**config.mk**
```make
export PLATFORM = sky130hd
export DESIGN_NAME = qs_ctrl_seq
export DESIGN_NICKNAME = d
export VERILOG_FILES = /design/src/rtl/qs_pkg.sv /design/src/rtl/qs_planner.sv /design/src/rtl/qs_shadow.sv /design/src/rtl/qs_ctrl_seq.sv
export SDC_FILE = /design/constraint.sdc
export NUM_CORES = 1
export LEC_CHECK = 0
export ABC_AREA = 1
export CAP_MARGIN = 10
export CORE_MARGIN = 2
export CORE_UTILIZATION = 25
export CTS_CLUSTER_SIZE = 20
export DETAILED_ROUTE_END_ITERATION = 12
export SLEW_MARGIN = 40
export SYNTH_ARGS = -nofsm -noshare
export SYNTH_HDL_FRONTEND = slang
export SYNTH_HIERARCHICAL = 1
export SYNTH_SLANG_ARGS = --single-unit
```
**constraint.sdc**
```tcl
create_clock -name clk -period 2.35 [get_ports clk]
set_input_delay 0.705 -clock clk [delete_from_list [all_inputs] [get_ports clk]]
set_output_delay 0.705 -clock clk [all_outputs]
set_load 0.03 [all_outputs]
```
**src/rtl/qs_pkg.sv**
```systemverilog
package qs_pkg;
  typedef enum logic [1:0] {
    K_MUTE    = 2'd0,
    K_PHANTOM = 2'd1,
    K_INPUT   = 2'd2,
    K_NONE    = 2'd3
  } req_kind_e;

  localparam int REG_SYS = 0;
  localparam int REG_MON = 1;
  localparam int REG_CFG = 2;

  // system register bit positions
  localparam int B_RELAY = 0;
  localparam int B_VOLT  = 1;
  localparam int B_MUTE  = 2;
  localparam int B_PHN   = 3;
  localparam int B_SEL_L = 4;
  localparam int B_SEL_H = 5;
  localparam int B_PWR   = 7;
endpackage

```
**src/rtl/qs_planner.sv**
```systemverilog
module qs_planner
  import qs_pkg::*;
#(
  parameter int DATA_W = 8
) (
  input  logic [1:0]        kind,
  input  logic [1:0]        arg,
  input  logic [DATA_W-1:0] sys_cur,
  output logic [1:0]        n_steps,
  output logic [DATA_W-1:0] d0,
  output logic [DATA_W-1:0] d1,
  output logic              smute_fire,
  output logic              smute_pol
);
  logic [1:0] sel_tgt;

  always_comb begin
    n_steps    = 2'd0;
    d0         = sys_cur;
    d1         = sys_cur;
    smute_fire = 1'b0;
    smute_pol  = arg[0];
    sel_tgt    = (arg == 2'd0) ? 2'b00 : (arg == 2'd1) ? 2'b01 : 2'b11;
    case (req_kind_e'(kind))
      K_MUTE: begin
        if (sys_cur[B_MUTE] != arg[0]) begin
          n_steps      = 2'd1;
          d0[B_MUTE]   = arg[0];
          smute_fire   = 1'b1;
        end
      end
      K_PHANTOM: begin
        if (arg[0] && !sys_cur[B_VOLT]) begin
          n_steps    = 2'd2;
          d0[B_VOLT] = 1'b1;
          d1         = d0;
          d1[B_PHN]  = 1'b0;
        end else if (!arg[0] && sys_cur[B_VOLT]) begin
          n_steps    = 2'd2;
          d0[B_VOLT] = 1'b0;
          d1         = d0;
          d1[B_PHN]  = 1'b1;
        end
      end
      K_INPUT: begin
        if (sel_tgt != sys_cur[B_SEL_H:B_SEL_L]) begin
          n_steps = 2'd2;
          if (sel_tgt == 2'b00) begin
            d0[B_SEL_H:B_SEL_L] = 2'b00;
            d1                  = d0;
            d1[B_RELAY]         = 1'b0;
          end else begin
            d0[B_RELAY]         = 1'b1;
            d1                  = d0;
            d1[B_SEL_H:B_SEL_L] = sel_tgt;
          end
        end
      end
      default: n_steps = 2'd0;
    endcase
  end
endmodule

```
**src/rtl/qs_shadow.sv**
```systemverilog
module qs_shadow
  import qs_pkg::*;
#(
  parameter int DATA_W = 8,
  parameter int N_REGS = 3,
  parameter logic [DATA_W-1:0] SYS_RST = 8'h08
) (
  input  logic                      clk,
  input  logic                      rst,
  input  logic                      wr_fire,
  input  logic [$clog2(N_REGS)-1:0] wr_sel,
  input  logic [DATA_W-1:0]         wr_data,
  output logic [DATA_W-1:0]         regs [N_REGS]
);
  for (genvar g = 0; g < N_REGS; g++) begin : g_reg
    localparam logic [DATA_W-1:0] RV = (g == REG_SYS) ? SYS_RST : '0;
    always_ff @(posedge clk) begin
      if (rst) regs[g] <= RV;
      else if (wr_fire && wr_sel == g) regs[g] <= wr_data;
    end

    a_r2_shadow_on_ack: assert property (@(posedge clk) disable iff (rst)
      !(wr_fire && wr_sel == g) |=> $stable(regs[g]));
  end
endmodule

```
**src/rtl/qs_ctrl_seq.sv**
```systemverilog
module qs_ctrl_seq
  import qs_pkg::*;
#(
  parameter int DATA_W = 8,
  parameter int N_REGS = 3
) (
  input  logic              clk,
  input  logic              rst,
  input  logic              req_valid,
  input  logic [1:0]        req_kind,
  input  logic [1:0]        req_arg,
  output logic              busy,
  output logic              wr_req,
  output logic [1:0]        wr_sel,
  output logic [DATA_W-1:0] wr_data,
  input  logic              wr_ack,
  output logic [DATA_W-1:0] sys_q,
  output logic [DATA_W-1:0] mon_q,
  output logic [DATA_W-1:0] cfg_q,
  output logic              smute_valid,
  output logic              smute_val
);
  localparam int SEL_W = $clog2(N_REGS);
  localparam int STEPS = 4;
  localparam int IDX_W = $clog2(STEPS);
  localparam int CNT_W = IDX_W + 1;
  localparam logic [DATA_W-1:0] SYS_A = DATA_W'(1) << B_PHN;
  localparam logic [DATA_W-1:0] SYS_B = SYS_A | (DATA_W'(1) << B_PWR);

  logic [SEL_W-1:0]  st_sel  [STEPS];
  logic [DATA_W-1:0] st_data [STEPS];
  logic [IDX_W-1:0]  idx;
  logic [IDX_W-1:0]  idx_nx;
  logic [CNT_W-1:0]  cnt;
  logic              req_q;
  logic [SEL_W-1:0]  sel_q;
  logic [DATA_W-1:0] data_q;
  logic              sm_v_q, sm_p_q;
  logic [DATA_W-1:0] regs [N_REGS];

  logic [1:0]        p_n;
  logic [DATA_W-1:0] p_d0, p_d1;
  logic              p_sm, p_pol;

  qs_planner #(.DATA_W(DATA_W)) i_plan (
    .kind(req_kind), .arg(req_arg), .sys_cur(regs[REG_SYS]),
    .n_steps(p_n), .d0(p_d0), .d1(p_d1),
    .smute_fire(p_sm), .smute_pol(p_pol)
  );

  qs_shadow #(.DATA_W(DATA_W), .N_REGS(N_REGS), .SYS_RST(SYS_A)) i_shadow (
    .clk(clk), .rst(rst), .wr_fire(req_q && wr_ack),
    .wr_sel(sel_q), .wr_data(data_q), .regs(regs)
  );

  assign idx_nx = idx + 1'b1;

  always_ff @(posedge clk) begin
    if (rst) begin
      st_sel[0]  <= SEL_W'(REG_SYS); st_data[0] <= SYS_A;
      st_sel[1]  <= SEL_W'(REG_SYS); st_data[1] <= SYS_B;
      st_sel[2]  <= SEL_W'(REG_MON); st_data[2] <= '0;
      st_sel[3]  <= SEL_W'(REG_CFG); st_data[3] <= '0;
      cnt    <= CNT_W'(STEPS);
      idx    <= '0;
      req_q  <= 1'b1;
      sel_q  <= SEL_W'(REG_SYS);
      data_q <= SYS_A;
      sm_v_q <= 1'b0;
      sm_p_q <= 1'b0;
    end else begin
      sm_v_q <= 1'b0;
      if (req_q) begin
        if (wr_ack) begin
          if ({1'b0, idx} + 1'b1 == cnt) begin
            req_q <= 1'b0;
          end else begin
            idx    <= idx_nx;
            sel_q  <= st_sel[idx_nx];
            data_q <= st_data[idx_nx];
          end
        end
      end else if (req_valid && p_n != 2'd0) begin
        st_sel[0]  <= SEL_W'(REG_SYS); st_data[0] <= p_d0;
        st_sel[1]  <= SEL_W'(REG_SYS); st_data[1] <= p_d1;
        cnt    <= CNT_W'(p_n);
        idx    <= '0;
        req_q  <= 1'b1;
        sel_q  <= SEL_W'(REG_SYS);
        data_q <= p_d0;
        sm_v_q <= p_sm;
        sm_p_q <= p_pol;
      end
    end
  end

  assign busy        = req_q;
  assign wr_req      = req_q;
  assign wr_sel      = 2'(sel_q);
  assign wr_data     = data_q;
  assign sys_q       = regs[REG_SYS];
  assign mon_q       = regs[REG_MON];
  assign cfg_q       = regs[REG_CFG];
  assign smute_valid = sm_v_q;
  assign smute_val   = sm_p_q;

  a_r2_hold: assert property (@(posedge clk) disable iff (rst)
    wr_req && !wr_ack |=> wr_req && $stable(wr_sel) && $stable(wr_data));
  a_r2_drop_after_ack: assert property (@(posedge clk) disable iff (rst)
    $fell(wr_req) |-> $past(wr_ack));
  a_r7_no_rsvd_sel: assert property (@(posedge clk) disable iff (rst)
    wr_req && wr_sel == 2'(REG_SYS) |-> wr_data[B_SEL_H:B_SEL_L] != 2'b10);
  a_r5_relay_before_sel: assert property (@(posedge clk) disable iff (rst)
    sys_q[B_SEL_H:B_SEL_L] != 2'b00 |-> sys_q[B_RELAY]);
  a_r8_smute_match: assert property (@(posedge clk) disable iff (rst)
    smute_valid |-> wr_req && wr_sel == 2'(REG_SYS) && wr_data[B_MUTE] == smute_val);
endmodule

```
==> metrics.md, run 1 <==
| Metric | Value |
|---|---|
| GRT overflow | 0 |
| CP peak stage delay | about 0.75 ns |
| Slowest-stage cell, CP | clkdlybuf4s50_1 |
| Maximum number of pins on one net before global-route repair | 25 |
| Clock Tree Buf Depth | 2 |
| GPL Wtd Cong | 0.801 |
| IO Count | 46 |
| Clk slew on worst S/H paths | approximately 0.050 ns |
| Power Density | ~680 mW/mm^2 |
| Global-route wire length before repair | ~13000 um |
| DP HPWL | about 5600 um |
| Startpoint Class | flop |
| CP Cell Sequence | clkdlybuf4s50_1 |
| Seq/Total Area, Yosys | 0.428 |
| Vias in the first global route | around 2600 |
| TritonCTS buffer count | 9 |
| Clock Skews | 0.00898 ns |
| Worst-Margin Slew | approximately 0.37 ns |
| Synth warn | 6 |
| Final setup viols | 0 |
| Worst endpoint required time | 1.64 ns |
| Final worst-path cycle share | 0.971 |
| Via count | 2780 |
| DR iter-0 viols | about 170 |
| Placed Instances | between 600 and 700 |
| Layout cells sized above 1 | 0.176 |
| Outcome | complete, no violations |
| Starting Density | 0.257 |
| M1 WL | 3550 um |
| Routed wl met3 | 269 um |
| Core Region | about 0.012 sq mm |
| Antenna-violating nets left | 0 |
| Fill count | around 1200 |
| Layout area overhead | 37.8% |
| Slew Limit Headroom | 0.749 |
| Clock sink count | 58 |
| Max-cap violations | 0 |
| Antenna Cells | 0 |
| Vias per Instance | around 4.3 |
| Final cell count without fillers | between 600 and 700 |
| Nets | 514 |
| DRT Pass-1 Iters | 4 |
| Fmax achieved | roughly 0.44 GHz |
| Crit path DAT | around 1.6 ns |
| Crit path max fanout | 5 |
| Htree depth | 3 |
| Latest clock arrival within the worst-skew pair | between 0.3 and 0.4 ns |
| Initial antenna violation count | 0 |
| Max VDD drop | between 0.4 and 0.5 mV |
| Hold-fix buffers, CTS | 0 |
| Wire length after detailed routing | 8000 um |
| Distinct cell type count after synthesis | 28 |
| Die height | 115 um |
| Yosys reg bits | slightly below 60 |
| Mapped Cells | 420 |
| Syn Nets | ~440 |
| Hold Crit Class | reg -> reg |
| Max Slew Vio Count | 0 |
| Kind of critical path | reg -> out |
| Die Wd | about 120 um |
| Util after Layout | 0.354 |
| CP top delay family | buffers and inverters |
| Root Buffer | clkbuf_16 |
| Critical path endpoint category | primary output |
| Met2 WL post-DR | between 4000 and 5000 um |
| Post-Syn Area per Cell | around 7.3 sq um |
| GRT Overall Usage | 0.122 |
| DR top layer | met4 |
| Min Tclk post-route | approximately 2.3 ns |
| Hold Violations, Final | 0 |
| Leak | between 0.0015 and 0.002 uW |
| Synthesized area | roughly 0.0031 sq mm |
| Cell Rows | 40 |
| DRC | 0 |
| Die ar. | 0.0133 sq mm |
| DR WL/cell | approximately 12 um |
| CTS tree | yes |
| Port Buf Inserts | 45 |
| WP buf/inv | 1 |
[final cells by class]
class	instances	area [sq um]	share of cell area
multi-input cells	267	1360	0.320
clock inverters	2	10.0	0.00235
clock buffers	13	282	0.0662
flip-flops and latches	58	1320	0.311
well taps	147	184	0.0432
inverters	71	269	0.0632
repair buffers	88	827	0.194
[cells in the mapped netlist]
| master | n | area, sq um |
|---|---|---|
| o21ai_0 | 26 | 130 |
| or2_2 | 2 | 12.5 |
| dfxtp_1 | 42 | 841 |
| nor3_1 | 1 | 5.00 |
| nand2_1 | 83 | 312 |
| ha_1 | 11 | 138 |
| nand3_1 | 23 | 115 |
| nand2_2 | 5 | 31.3 |
| nand4_1 | 2 | 12.5 |
| buf_2 | 5 | 25.0 |
| nor2_1 | 81 | 304 |
| nor4_1 | 1 | 6.26 |
| xnor2_2 | 1 | 16.3 |
| buf_4 | 10 | 75.1 |
| o21bai_1 | 1 | 7.51 |
| a21oi_2 | 1 | 8.76 |
| buf_6 | 5 | 56.3 |
| o31ai_1 | 1 | 7.51 |
| edfxtp_1 | 16 | 480 |
| a21oi_1 | 19 | 95.1 |
| inv_2 | 2 | 7.51 |
| nand2_4 | 1 | 11.3 |
| buf_8 | 1 | 15.0 |
| nand3_4 | 3 | 52.6 |
| clkbuf_1 | 3 | 11.3 |
| inv_1 | 69 | 259 |
| nand3_2 | 4 | 40.0 |
| nor2_4 | 1 | 11.3 |
[cell usage in the layout (no fill, tap or decap)]
cell	Yosys	routed
o31ai_1	1	1
ha_1	11	10
nand3_4	3	3
xnor2_2	1	1
a21oi_2	1	3
nand2_1	83	80
buf_12	0	1
o21ai_1	0	1
nor2_4	1	1
clkdlybuf4s50_1	0	41
nor2_2	0	1
a21oi_1	19	17
or2_4	0	2
dlymetal6s2s_1	0	2
buf_4	10	39
nor4_4	0	1
ha_2	0	1
edfxtp_1	16	16
o21ai_0	26	25
nand2_4	1	2
dfxtp_1	42	42
inv_4	0	1
clkbuf_16	0	12
nand3_1	23	23
nor2_1	81	80
dlygate4sd2_1	0	2
nand2_2	5	7
nand3_2	4	4
clkinv_2	0	2
o21bai_1	1	1
inv_1	69	66
clkbuf_8	0	2
inv_2	2	4
buf_6	5	1
nand4_1	2	2
clkbuf_1	3	1
nor3_1	1	1
[flip-flops by register name (all words and copies together) (netlist names)]
signal,cells
busy,1
cnt,3
i_shadow/regs,24
idx,2
smute_val,1
smute_valid,1
st_data,16
wr_data,8
wr_sel,2
[layer usage]
metal / vias up / track usage
met5: - / 0
met4: 0 / 0.0506
met3: 8 / 0.0242
met2: 44 / 0.204
met1: 1292 / 0.154
li1: 1436 / -
[logic make-up after synthesis]
| family | count (synthesis) | synth area share |
|---|---|---|
| xor+xnor | 1 | 0.00527 |
| fa+ha+maj | 11 | 0.0446 |
| buf+inv | 95 | 0.146 |
| simple gates | 207 | 0.296 |
| flops | 58 | 0.428 |
| compound gates | 48 | 0.0807 |
[tightest hold or removal path: cells and delay by family (launching register included)]
| kind | cells | cell delay, ns |
|---|---|---|
| DFF | 1 | 0.30 |
| and+or+nand+nor | 2 | 0.10 |
[through the flow]
step	setup slack, ns	setup TNS, ns	hold slack, ns	total power, uW	area (sq um)
finish	0.0691	0	0.442	2880	4250
global route	-0.00338	-0.0157	0.474	2990	4250
CTS	0.0165	0	0.445	2900	4170
detailed placement	-0.560	-22.74	0.435	1620	3790
global placement	-0.470	-19.19	0.438	1610	3790
floorplan	0.0293	0	0.461	1440	3090
[report_power, final]
group	switching (uW)	total (uW)	internal [uW]
Clock	433	1260	823
Combinational	293	495	202
Sequential	51.9	1120	1070
Total	778	2880	2100
[what timing repair did]
action                     4_1_cts  5_1_grt
gates cloned                     0        2
setup endpoints to repair       48       31
gates resized for setup         10       11
setup buffers                    8        1
pin swaps                        7        6
[path summary, 6_finish.rpt]
check	from	end	slack, ns	cells past startpoint
worst min register to register	smute_val	smute_val	0.44	2
worst max register to register	i_shadow/regs[20]	st_data[1][3]	0.49	9
worst min-delay path	smute_val	smute_val	0.44	2
worst max-delay path	wr_sel[0]	wr_sel[0]	0.07	1
(Power assumes the default switching activity.)
==> run 2, diff against run 1 <==
--- a/config.mk
+++ b/config.mk
@@ -7,7 +7,6 @@
 export LEC_CHECK = 0
 export ABC_AREA = 1
 export CAP_MARGIN = 10
-export CORE_MARGIN = 2
 export CORE_UTILIZATION = 25
 export CTS_CLUSTER_SIZE = 20
 export DETAILED_ROUTE_END_ITERATION = 12
==> run 2 against run 1 <==
  * Worst setup slack better by 0.0069 ns
  * Die area is 3.4% lower
  * Flip-flop and latch count unchanged
  * Combinational power is 0.8% lower
  * Worst hold slack worse by 0.0014 ns
  * Critical path type unchanged
==> metrics.md, run 2 (synthesis gave the netlist of run 1 again) <==
| Metric | Value |
|---|---|
| Outcome | complete, no violations |
| Fmax achieved | 0.440 GHz (+0.31%) |
| Max Slew Vio Count | 0 (unchanged) |
| Clock sink count | 58 (unchanged) |
| Htree depth | 3 (unchanged) |
| GRT Overall Usage | 0.127 (+0.00485) |
| Min Tclk post-route | 2.27 ns (-0.00695 ns) |
| Final worst-path cycle share | 0.968 (-0.00296) |
| DR iter-0 viols | 215 (+24%) |
| Port Buf Inserts | 45 (unchanged) |
| CP top delay family | buffers and inverters |
| Core Region | 0.0120 sq mm (unchanged) |
| Die ar. | 0.0128 sq mm (-3.4%) |
| TritonCTS buffer count | 9 (unchanged) |
| Max VDD drop | 0.324 mV (-22%) |
| NetSw | 794 uW (+2.1%) |
| IO Count | 46 (unchanged) |
| Comb power frac | 0.173 (about the same) |
| CTS tree | yes |
| Clock Skews | 0.00819 ns (-0.000788 ns) |
| Startpoint Class | flop |
| Hold Violations, Final | 0 (unchanged) |
| Latest clock arrival within the worst-skew pair | 0.33 ns (about the same) |
| Crit path DAT | 1.57 ns (about the same) |
| Critical path endpoint category | primary output |
| Root Buffer | clkbuf_16 |
| Worst-Margin Slew | 0.374 ns (+0.00117 ns) |
| Maximum number of pins on one net before global-route repair | 25 (unchanged) |
| Largest reg by FF count | i_shadow/regs |
| Vias per Instance | 4.27 (-0.89%) |
| Clk slew on worst S/H paths | 0.05 ns (about the same) |
| Sw Ratio | 0.280 (+0.00930) |
| Sequential cell area | 0.00132 sq mm (unchanged) |
| Slowest-stage cell, CP | clkdlybuf4s50_1 |
| Area of the multi-input gates | 0.00135 sq mm (-1.0%) |
| Clock network fraction of design power | 0.433 (-0.004) |
| Critical path depth | 1 (unchanged) |
| CP Cell Sequence | clkdlybuf4s50_1 |
| Kind of critical path | reg -> out |
| Global-route wire length before repair | 12500 um (-0.49%) |
| Antenna Cells | 0 (unchanged) |
| Hold Crit Depth | 2 (unchanged) |
| Most frequent cells in the layout | nand2_1, nor2_1, inv_1 |
| Clock Tree Buf Depth | 2 (unchanged) |
| Int Pwr | 2040 uW (-2.6%) |
| Die height | 113 um (-1.7%) |
| Design area | 0.00415 sq mm (-2.5%) |
| Fill count | 1263 (+3.4%) |
| DRC | 0 (unchanged) |
| Nets | 508 (-1.2%) |
| Cell Rows | 40 (unchanged) |
| Vias in the first global route | 2615 (+1.2%) |
| RSZ-0062 raised after global routing | no |
| Placement Cell Area | 0.00382 sq mm (+0.79%) |
| Slew Limit Headroom | 0.750 (+0.00157) |
| Die Wd | 113 um (-1.7%) |
| Final setup viols | 0 (unchanged) |
| GPL Wtd Cong | 0.761 (-4.9%) |
| DP HPWL | 5700 um (+1.5%) |
| Hold_ws | 0.441 ns (-0.00138 ns) |
| Worst r2r path cells | 8 (-1) |
| Starting Density | 0.257 (unchanged) |
| Leak | 0.00192 uW (-3.0%) |
| Via count | 2734 (-1.7%) |
| Max-cap violations | 0 (unchanged) |
| GRT overflow | 0 (unchanged) |
| DRT Pass-1 Iters | 5 (+1) |
| Layout cells sized above 1 | 0.166 (-0.0104) |
| Initial antenna violation count | 0 (unchanged) |
| Most common cell after layout, fill and taps aside | nand2_1 |
| Number of flip-flops in the largest register | 24 (unchanged) |
| CP peak stage delay | 0.76 ns (about the same) |
| Worst endpoint required time | 1.64 ns (about the same) |
| Wire length after detailed routing | 7680 um (-3.9%) |
| Crit path max fanout | 5 (unchanged) |
| DR WL/cell | 12.0 um (-3.2%) |
| WP buf/inv | 1 (unchanged) |
| Seq pwr share | 0.394 (+0.003) |
| Hold-fix buffers, CTS | 0 (unchanged) |
| Antenna-violating nets left | 0 (unchanged) |
| Layout area overhead | 34.4% |
| Hold Crit Class | reg -> reg |
| Power Density | 684 mW/mm^2 (+1.2%) |
[run 2: power by group through the flow]
stage	Combinational [uW]	Sequential (uW)	Clock, uW
floorplan	246	1190	0
global placement	478	1140	0
detailed placement	485	1140	0
CTS	493	1120	1250
global route	549	1130	1300
finish	491	1120	1230
[run 2: layout make-up]
class                   instances  area share
multi-input cells             267       0.325
flip-flops and latches         58       0.319
repair buffers                 82       0.178
inverters                      71      0.0643
clock buffers                  10      0.0603
well taps                     147      0.0443
clock inverters                 6     0.00935
[run 2: routing by layer]
layer,global-route usage,share of wire,vias up
li1,-,-,1421
met1,0.148,0.44,1247
met2,0.222,0.50,57
met3,0.0268,0.038,9
met4,0.0588,0.016,0
met5,0,0,-
[run 2: worst min-delay path: stages, from the launching register on]
cell	delay, ns
dfxtp_1	0.30
nand2_1	0.06
nand2_1	0.04
[run 2: timing repair]
item,in CTS,in global routing
endpoints found under the setup margin,48,20
resized for setup,11,3
pin swaps,5,2
buffers inserted,1,0
[run 2: per-stage QoR]
stage	setup slack [ns]	total power, uW	std cells	util	setup TNS [ns]
4_1_cts	0.0354	2870	641	0.345	0
5_1_grt	0.0121	2970	641	0.345	0
2_1_floorplan	0.0293	1440	420	-	0
6_report	0.0760	2840	641	0.345	0
3_3_place_gp	-0.479	1620	624	0.318	-19.58
3_5_place_dp	-0.532	1630	624	0.318	-21.64
[run 2: final timing paths]
| path | endpoint | from | slack, ns |
|---|---|---|---|
| worst max-delay path | wr_sel[1] | wr_sel[1] | 0.08 |
| worst min-delay path | smute_val | smute_val | 0.44 |
| worst max register to register | st_data[1][7] | i_shadow/regs[17] | 0.48 |
| worst min register to register | smute_val | smute_val | 0.44 |
==> run 3, diff against run 2 <==
--- a/config.mk
+++ b/config.mk
@@ -5,7 +5,6 @@
 export SDC_FILE = /design/constraint.sdc
 export NUM_CORES = 1
 export LEC_CHECK = 0
-export ABC_AREA = 1
 export CAP_MARGIN = 10
 export CORE_UTILIZATION = 25
 export CTS_CLUSTER_SIZE = 20
==> run 3 against run 2 <==
  * Total power decreased by 1.8%
  * Critical path type unchanged
  * Synthesized cell count decreased by 31%
  * Critical endpoint is now sys_q[4]
  * Wire length down 4.1%
==> metrics.md, run 3 <==
| Metric | Value |
|---|---|
| Outcome | complete, no violations |
| Layout area overhead | 39.2% |
| Final setup viols | 0 (unchanged) |
| Latest clock arrival within the worst-skew pair | 0.33 ns (about the same) |
| Most frequent cells after synthesis | dfxtp_1, nand2b_1, mux2i_1, inv_1, edfxtp_1 |
| Hold Violations, Final | 0 (unchanged) |
| Seq/Total Area, Yosys | 0.446 (+0.0175) |
| Busiest grt layer | met2 |
| Leak | 0.00164 uW (-15%) |
| Global-route wire length before repair | 11900 um (-4.9%) |
| Vias per Instance | 4.45 (+4.2%) |
| Hold Crit Class | reg -> reg |
| GRT Overall Usage | 0.125 (-0.00179) |
| CP peak stage delay | 0.74 ns (-0.02 ns) |
| Slowest-stage cell, CP | clkdlybuf4s50_1 |
| Crit path max fanout | 6 (+1) |
| Via count | 2267 (-17%) |
| Global routing usage on met3 | 0.0344 (+0.00766) |
| Compound-gate portion of the synthesized area | 0.114 (+0.0333) |
| Root Buffer | clkbuf_16 |
| CP top delay family | buffers and inverters |
| Worst-Margin Slew | 0.477 ns (+0.103 ns) |
| Port Buf Inserts | 45 (unchanged) |
| Clk slew on worst S/H paths | 0.05 ns (about the same) |
| Die height | 111 um (-1.9%) |
| Final cell count without fillers | 510 (-20%) |
| RSZ-0062 raised after global routing | no |
| Wire length after detailed routing | 7370 um (-4.1%) |
| Hold endpoint | i_shadow/regs[11] |
| Most frequent cell after synthesis | dfxtp_1 |
| Met1 GRT Util | 0.169 (+0.0207) |
| M2 GR Usage | 0.190 (-0.0324) |
| Fill count | 1141 (-9.7%) |
| CTS tree | yes |
| Simple-gate share of the synthesized area | 0.171 (-0.125) |
| Worst r2r src | i_shadow/regs[21] |
| Placement Cell Area | 0.00376 sq mm (-1.8%) |
| Min Tclk post-route | 2.27 ns (-0.00401 ns) |
| Adder-cell share of the synthesized area | 0.0464 (+0.00182) |
| GPL Wtd Cong | 0.824 (+8.2%) |
| RR Endpoint | st_data[1][3] |
| Antenna Cells | 0 (unchanged) |
| Die ar. | 0.0123 sq mm (-3.9%) |
| Power Total | 2790 uW (-1.8%) |
| Syn Nets | 309 (-30%) |
| Post-Syn Area per Cell | 10.2 sq um (+39%) |
| Htree depth | 3 (unchanged) |
| Critical path endpoint category | primary output |
| Vias in the first global route | 2298 (-12%) |
| Nets | 381 (-25%) |
| Post-synth EDFFs | 16 (unchanged) |
| Distinct cell type count after synthesis | 42 (+50%) |
| Worst endpoint required time | 1.64 ns (about the same) |
| DR WL/cell | 14.4 um (+21%) |
| Synthesized area | 0.00297 sq mm (-3.9%) |
| Sequential cell area | 0.00132 sq mm (unchanged) |
| Synth warn | 6 (unchanged) |
| Final WS setup | 0.0800 ns (+0.00401 ns) |
| Hold Crit Start | i_shadow/regs[11] |
| Kind of critical path | reg -> out |
| Area of the multi-input gates | 0.00148 sq mm (+9.8%) |
| Multiplexer share of the synthesized area | 0.132 (+0.132) |
| Clock sink count | 58 (unchanged) |
| Largest family of logic cells by synthesized area | simple AND/OR/NAND/NOR gates |
| Initial antenna violation count | 0 (unchanged) |
| Util after Layout | 0.360 (+0.0148) |
| Cell Rows | 39 (-2.5%) |
| Asr flop ratio synth | 0 (unchanged) |
| Final worst-path cycle share | 0.966 (-0.00170) |
| Commonest register cell after synthesis | dfxtp_1 |
| Hold Crit Depth | 2 (unchanged) |
| Starting Density | 0.259 (+0.00161) |
| Reg2Reg Setup Slack | 0.30 ns (-0.18 ns) |
| Hold-fix buffers, CTS | 0 (unchanged) |
| Yosys reg bits | 58 (unchanged) |
| Startpoint Class | flop |
| Synth area leaders | dfxtp_1, edfxtp_1, mux2i_1 |
| Max VDD drop | 0.325 mV (+0.32%) |
| DP HPWL | 5410 um (-5.2%) |
| Crit path DAT | 1.56 ns (about the same) |
| Yosys top cell by area | dfxtp_1 |
| Setup Slack @ Placement | -0.677 ns (-0.145 ns) |
| Largest reg by FF count | i_shadow/regs |
| DRT Pass-1 Iters | 4 (-1) |
| Layout cells sized above 1 | 0.234 (+0.0683) |
| Mapped Cells | 290 (-31%) |
| Max-cap violations | 0 (unchanged) |
| Placed Instances | 490 (-21%) |
| Antenna-violating nets left | 0 (unchanged) |
| Fmax achieved | 0.441 GHz (+0.18%) |
| CP Cell Sequence | clkdlybuf4s50_1 |
| Worst r2r path cells | 7 (-1) |
| Most frequent cells in the layout | dfxtp_1, clkdlybuf4s50_1, mux2i_1, nand2b_1, buf_4 |
| Core Region | 0.0115 sq mm (-4.5%) |
| Power Density | 675 mW/mm^2 (-1.3%) |
| Die Wd | 111 um (-1.9%) |
| Slew Limit Headroom | 0.680 (-0.0708) |
| Critical path depth | 1 (unchanged) |
| TritonCTS buffer count | 9 (unchanged) |
| DRC | 0 (unchanged) |
| Number of flip-flops in the largest register | 24 (unchanged) |
| DR iter-0 viols | 97 (-55%) |
| Most common cell after layout, fill and taps aside | dfxtp_1 |
| Clock Tree Buf Depth | 2 (unchanged) |
| WP buf/inv | 1 (unchanged) |
| Design area | 0.00413 sq mm (-0.45%) |
| Maximum number of pins on one net before global-route repair | 27 (+8.0%) |
| Top cell type's share of synthesized area | 0.284 (+0.0111) |
| IO Count | 46 (unchanged) |
| Max Slew Vio Count | 0 (unchanged) |
| GRT overflow | 0 (unchanged) |
| Clock Skews | 0.00539 ns (-0.00280 ns) |
| Post-synthesis xor/xnor area fraction | 0.0148 (+0.00950) |
[run 3: worst max-delay path by stage]
stage / start / end / slack (ns)
floorplan: req_arg[0] / wr_data[3] / -0.13
detailed placement: req_arg[0] / st_data[1][2] / -0.68
CTS: req_kind[0] / st_data[0][3] / -0.0003
global placement: req_arg[0] / st_data[1][6] / -0.58
finish: i_shadow/regs[20] / sys_q[4] / 0.08
global route: i_shadow/regs[20] / sys_q[4] / 0.02
[run 3: kinds of logic (layout without fill, tap and decap cells)]
logic type / count (synthesis) / in the layout
XOR/XNOR: 5 / 5
adder cells (fa/ha/maj): 11 / 11
flip-flops: 58 / 58
multiplexers: 38 / 38
AO/OA/AOI/OAI: 45 / 45
buffers and inverters: 45 / 122
AND/OR/NAND/NOR: 88 / 88
[run 3: tightest hold or removal path, stage by stage (launching register included)]
cell and delay, ns:
dfxtp_1 0.30, nand2b_1 0.06, mux2i_1 0.06
[run 3: metrics by stage]
step	hold WS, ns	setup TNS, ns
floorplan	0.447	-0.387
global placement	0.462	-22.42
detailed placement	0.465	-25.75
CTS	0.478	-0.000332
global route	0.503	0
finish	0.475	0
[run 3: routing by layer]
metal  share of wire  vias up
li1                -     1133
met1            0.49     1078
met2            0.45       48
met3           0.039        8
met4           0.015        0
met5               0        -
[run 3: layout make-up]
cell class | count | area share
inverters | 22 | 0.0200
flip-flops and latches | 58 | 0.320
well taps | 143 | 0.0433
repair buffers | 84 | 0.183
clock inverters | 3 | 0.00394
clock buffers | 13 | 0.0709
multi-input cells | 187 | 0.358
[run 3: what timing repair did]
| item | in CTS | in global routing |
|---|---|---|
| setup endpoints to repair | 49 | 49 |
| pin swaps | 1 | 7 |
| gates cloned | 0 | 0 |
| buffers inserted | 4 | 1 |
| resized for setup | 4 | 16 |
[run 3: power by group]
group | switching, uW | internal (uW)
registers | 30.2 | 1060
logic | 201 | 169
clock network | 462 | 867
